$ cat config.mk
export PLATFORM = sky130hd
export DESIGN_NAME = commit_thread_sel
export DESIGN_NICKNAME = d
export VERILOG_FILES = /design/src/rtl/cts_pkg.sv /design/src/rtl/cts_elig.sv /design/src/rtl/cts_age_pick.sv /design/src/rtl/cts_rr_order.sv /design/src/rtl/commit_thread_sel.sv
export SDC_FILE = /design/constraint.sdc
export NUM_CORES = 1
export LEC_CHECK = 0
export ABC_AREA = 0
export BUFFER_PORTS_ARGS = -buffer_cell sky130_fd_sc_hd__clkbuf_2
export CAP_MARGIN = 15
export CORE_MARGIN = 2
export CORE_UTILIZATION = 47
export DETAILED_ROUTE_END_ITERATION = 7
export PLACE_DENSITY_LB_ADDON = 0.15
export SYNTH_ARGS = -nofsm -noshare
export SYNTH_HDL_FRONTEND = slang
export SYNTH_HIERARCHICAL = 1
export SYNTH_SLANG_ARGS = --single-unit
$ cat constraint.sdc
create_clock -name clk -period 6.1 [get_ports clk]
set_input_delay 0.61 -clock clk [delete_from_list [all_inputs] [get_ports clk]]
set_output_delay 0.61 -clock clk [all_outputs]
set_load 0.01 [all_outputs]
$ cat src/rtl/cts_pkg.sv
package cts_pkg;

  typedef enum logic [2:0] {
    TS_IDLE   = 3'd0,
    TS_RUN    = 3'd1,
    TS_SQUASH = 3'd2,
    TS_TRAP   = 3'd3,
    TS_FTRAP  = 3'd4
  } thr_state_e;

  typedef enum logic [1:0] {
    POL_AGGR   = 2'd0,
    POL_RR     = 2'd1,
    POL_OLDEST = 2'd2,
    POL_RSVD   = 2'd3
  } policy_e;

  localparam int ST_W = 3;

  function automatic logic st_rr_ok(input logic [ST_W-1:0] s);
    return (s == TS_IDLE) || (s == TS_RUN);
  endfunction

  function automatic logic st_age_ok(input logic [ST_W-1:0] s);
    return (s == TS_IDLE) || (s == TS_RUN) || (s == TS_FTRAP);
  endfunction

endpackage

$ cat src/rtl/cts_elig.sv
module cts_elig
  import cts_pkg::*;
#(
  parameter int N = 4
) (
  input  logic [N*ST_W-1:0] thr_status,
  input  logic [N-1:0]      rob_empty,
  input  logic [N-1:0]      head_rdy,
  output logic [N-1:0]      rr_ok,
  output logic [N-1:0]      age_ok
);

  generate
    if (N == 1) begin : g_single
      // one thread: status alone decides, under every policy
      assign rr_ok[0]  = st_age_ok(thr_status[ST_W-1:0]);
      assign age_ok[0] = st_age_ok(thr_status[ST_W-1:0]);
    end else begin : g_multi
      for (genvar t = 0; t < N; t++) begin : g_thr
        logic [ST_W-1:0] st;
        assign st        = thr_status[t*ST_W +: ST_W];
        assign rr_ok[t]  = st_rr_ok(st) && head_rdy[t];
        assign age_ok[t] = st_age_ok(st) && head_rdy[t] && !rob_empty[t];
      end
    end
  endgenerate

endmodule

$ cat src/rtl/cts_age_pick.sv
module cts_age_pick #(
  parameter int N     = 4,
  parameter int SEQ_W = 16,
  localparam int TID_W = (N > 1) ? $clog2(N) : 1
) (
  input  logic [N-1:0]       cand,
  input  logic [N*SEQ_W-1:0] head_seq,
  output logic               hit,
  output logic [TID_W-1:0]   tid
);

  logic [SEQ_W-1:0] best;

  always_comb begin
    hit  = 1'b0;
    tid  = '0;
    best = '0;
    for (int t = 0; t < N; t++) begin
      // strict compare keeps the lower index on equal sequence numbers
      if (cand[t] && (!hit || (head_seq[t*SEQ_W +: SEQ_W] < best))) begin
        hit  = 1'b1;
        tid  = TID_W'(t);
        best = head_seq[t*SEQ_W +: SEQ_W];
      end
    end
  end

endmodule

$ cat src/rtl/cts_rr_order.sv
module cts_rr_order #(
  parameter int N = 4,
  localparam int TID_W = (N > 1) ? $clog2(N) : 1
) (
  input  logic             clk,
  input  logic             rst,
  input  logic [N-1:0]     cand,
  input  logic             advance,
  output logic             hit,
  output logic [TID_W-1:0] tid
);

  logic [TID_W-1:0] order_q [N];
  logic [TID_W-1:0] order_d [N];
  int               pos;

  always_comb begin
    hit = 1'b0;
    pos = 0;
    for (int p = 0; p < N; p++) begin
      if (!hit && cand[order_q[p]]) begin
        hit = 1'b1;
        pos = p;
      end
    end
    tid = order_q[pos];
  end

  // winner leaves its slot, later entries close the gap, winner goes last
  always_comb begin
    for (int p = 0; p < N; p++) begin
      if (p < pos)
        order_d[p] = order_q[p];
      else if (p < N-1)
        order_d[p] = order_q[(p+1) % N];
      else
        order_d[p] = order_q[pos];
    end
  end

  always_ff @(posedge clk) begin
    if (rst) begin
      for (int p = 0; p < N; p++) order_q[p] <= TID_W'(p);
    end else if (advance && hit) begin
      for (int p = 0; p < N; p++) order_q[p] <= order_d[p];
    end
  end

endmodule

$ cat src/rtl/commit_thread_sel.sv
module commit_thread_sel
  import cts_pkg::*;
#(
  parameter int NUM_THREADS = 4,
  parameter int SEQ_W       = 16,
  localparam int TID_W = (NUM_THREADS > 1) ? $clog2(NUM_THREADS) : 1
) (
  input  logic                         clk,
  input  logic                         rst,
  input  logic                         req,
  input  logic [1:0]                   policy,
  input  logic [NUM_THREADS*3-1:0]     thr_status,
  input  logic [NUM_THREADS-1:0]       rob_empty,
  input  logic [NUM_THREADS-1:0]       head_rdy,
  input  logic [NUM_THREADS*SEQ_W-1:0] head_seq,
  output logic                         pick_vld,
  output logic [TID_W-1:0]             pick_tid
);

  logic [NUM_THREADS-1:0] rr_ok, age_ok;
  logic                   age_hit, rr_hit, is_rr, sel_hit;
  logic [TID_W-1:0]       age_tid, rr_tid, sel_tid;

  assign is_rr = (policy == POL_RR);

  cts_elig #(.N(NUM_THREADS)) u_elig (
    .thr_status (thr_status),
    .rob_empty  (rob_empty),
    .head_rdy   (head_rdy),
    .rr_ok      (rr_ok),
    .age_ok     (age_ok)
  );

  cts_age_pick #(.N(NUM_THREADS), .SEQ_W(SEQ_W)) u_age (
    .cand     (age_ok),
    .head_seq (head_seq),
    .hit      (age_hit),
    .tid      (age_tid)
  );

  cts_rr_order #(.N(NUM_THREADS)) u_rr (
    .clk     (clk),
    .rst     (rst),
    .cand    (rr_ok),
    .advance (req && is_rr),
    .hit     (rr_hit),
    .tid     (rr_tid)
  );

  assign sel_hit = is_rr ? rr_hit : age_hit;
  assign sel_tid = is_rr ? rr_tid : age_tid;

  always_ff @(posedge clk) begin
    if (rst) begin
      pick_vld <= 1'b0;
      pick_tid <= '0;
    end else begin
      pick_vld <= req && sel_hit;
      if (req && sel_hit) pick_tid <= sel_tid;
    end
  end

endmodule

==> flow_summary.ini <==
[run_status]
status = complete, but fails checks
violations = negative setup slack

[route]
first_iter_violations = 345
wl_per_cell_um = 18.9
wl_um = 10200
dr.pass1.iters = 6
via_count = 3319
drc = 0
ant_nets = 0
vias_per_cell = 6.15

[worst_setup_path]
worstPathMaxFanout = 8
regToRegSetupSlack_ns = 3.89
crit_type = in -> reg
end_kind = register
endpoint = pick_tid[1]
regToRegStartpoint = u_rr/order_q[0][0]
start_kind = primary input
required_ns = 6.25
max_stage_delay_ns = 0.57
r2r_cells = 7
cp-startpoint = thr_status[1]
r2r-end = pick_tid[0]
crit_slowest_cell = or4_4
worst_ep_arrival_time_ns = 6.79
cp_common_cell = buf_12

[cts]
clock_path_buffers = 2
ctsHtreeMaxLevel = 1
cts_root_buffer = clkbuf_8
clkTransAtPathRegs_ns = 0.05
tritoncts = yes
clock_sinks = 11
clock_latency_ns = 0.24
cts_buffers = 3

[logic_synthesis]
synth_cell_types = 57
syn_nets = 451
synth_seq_area_share = 0.117
synth_warnings = 6
syn_area_per_cell_sq_um = 8.06
synth-seq-cells = 11
synth_area_leaders = ha_1 (22%), edfxtp_1 (9.4%), mux2i_1 (7.8%)
yosys-top-cells-count = ha_1 (45), a21oi_1 (34), nand2_1 (33)
synth-edff-count = 8
synth_most_common_cell = ha_1
async_flop_share = 0
synthFlopType = edfxtp_1
synth_cells = 317
synth_top_area_frac = 0.220
yosysTopAreaCell = ha_1
syn_area_sq_um = 2560

[die]
die_width_um = 77.7
core_area_sq_um = 5170
ios = 92
die_area_sq_um = 6040
die_h_um = 77.7
start_util = 0.494
rows = 26

[sta]
tightest_slew_ns = 0.820
fmax_ghz = 0.151
hold_viol_final = 0
fin_skew_ns = 0.00358
fin_ws_ns = -0.541
drv_slew = 0
rsz0062_at_grt = yes
setup_viol = 2
finalCritPeriodShare = 1.09
tns_ns = -1.07
slew_headroom = 0.452
min_period_ns = 6.64

[global_routing]
grt_usage = 0.274
gr-usage-met2 = 0.503
grt_overflow_total = 0
antenna_found_initial = 0
grt_first_pass_wirelength_um = 13500
grt.busiest_layer = met2
grt_max_degree = 17
grt_pass1_vias = 3050
use_met1 = 0.345
use_met3 = 0.0384

[power_and_ir_drop]
power_density_nw_per_um2 = 97.2
ir_drop_v = 0.0000699
power_mw = 0.413
p_leak_nw = 1.74

[placed_design]
place_inst = 519
io_buffers = 91
place_hpwl_um = 6670
gp_congestion = 0.912

[hold_path]
holdPathStages = 2
hold_class = reg -> reg

[layout]
antennaDiodeCount = 0
fin_cells = 540
synthToLayoutAreaGrowth_pct = 66.5
drive_gt1_frac = 0.564
final_util = 0.823
nNetsFinal = 605

[run]
max_cap_violations = 0
cell type report:
cell class	instances	area, sq um
multi-input cells	276	2700
repair buffers	157	1040
fillers	295	917
flip-flops and latches	11	300
well taps	70	87.6
inverters	22	82.6
clock buffers	4	45.0
report_power, final:
part / switching (mW) / leakage (nW) / internal, mW / total (mW)
sequential: 0.00300 / 0.0942 / 0.0837 / 0.0867
clock: 0.0279 / 0.0228 / 0.0459 / 0.0738
combinational: 0.131 / 1.63 / 0.122 / 0.253
total: 0.162 / 1.74 / 0.252 / 0.413
through the flow:
stage | cell area [sq um] | setup WS, ns | hold WS, ns
2_1_floorplan | 2700 | -0.137 | 0.481
3_3_place_gp | 3570 | -0.315 | 0.476
3_5_place_dp | 3570 | -0.502 | 0.476
4_1_cts | 3730 | -0.182 | 0.490
5_1_grt | 4260 | -0.802 | 0.513
6_report | 4260 | -0.541 | 0.489
worst max-delay path, delay by kind of cell:
family | cells | cell delay (ns)
AOI/OAI and AO/OA | 14 | 2.54
adders and majority gates | 3 | 0.77
buffers and inverters | 7 | 0.90
muxes | 1 | 0.23
and+or+nand+nor | 9 | 1.71
metal layers:
metal | vias up | share of wire
met2 | 211 | 0.49
met1 | 1549 | 0.39
met4 | 0 | 0.047
li1 | 1511 | -
met5 | - | 0
met3 | 48 | 0.075
worst min path at each step:
| stage | slack (ns) | start | end |
|---|---|---|---|
| floorplan | 0.48 | pick_tid[0] | pick_tid[0] |
| global placement | 0.48 | pick_tid[1] | pick_tid[1] |
| detailed placement | 0.48 | pick_tid[1] | pick_tid[1] |
| CTS | 0.49 | pick_tid[1] | pick_tid[1] |
| global route | 0.51 | pick_tid[1] | pick_tid[1] |
| finish | 0.49 | pick_tid[1] | pick_tid[1] |
flip-flops by register name, indices dropped and copies added (netlist names):
register and flops:
pick_tid 2, pick_vld 1, u_rr/order_q 8
cell usage in the layout, fill, tap and decap left out, types with 8 or more instances in the layout:
cell type  synthesis  final
mux2i_1           20     17
a21oi_2            1     11
inv_1             22     14
ha_1              45     32
a21oi_1           34     18
nor2_1            17     15
edfxtp_1           8      8
buf_4              3     58
clkbuf_2           0     91
nand2b_1          10      8
nand2_1           33     23
inv_2              0      8
ha_4               0     11
nand2_2            0      8
what timing repair did:
action,in CTS,in global routing
gates resized for setup,13,80
setup buffers,2,12
setup endpoints to repair,2,2
pin swaps,1,38
gates cloned,1,2
hold buffers,0,0
cells by family (layout without fill, tap and decap cells):
logic type,after synthesis,count (layout),synth area share
compound gates,96,96,0.251
simple gates,109,110,0.238
flops,11,11,0.117
fa+ha+maj,45,45,0.220
mux,25,25,0.119
buf+inv,31,183,0.0533
No activity file was read; power rests on OpenSTA's default activity.
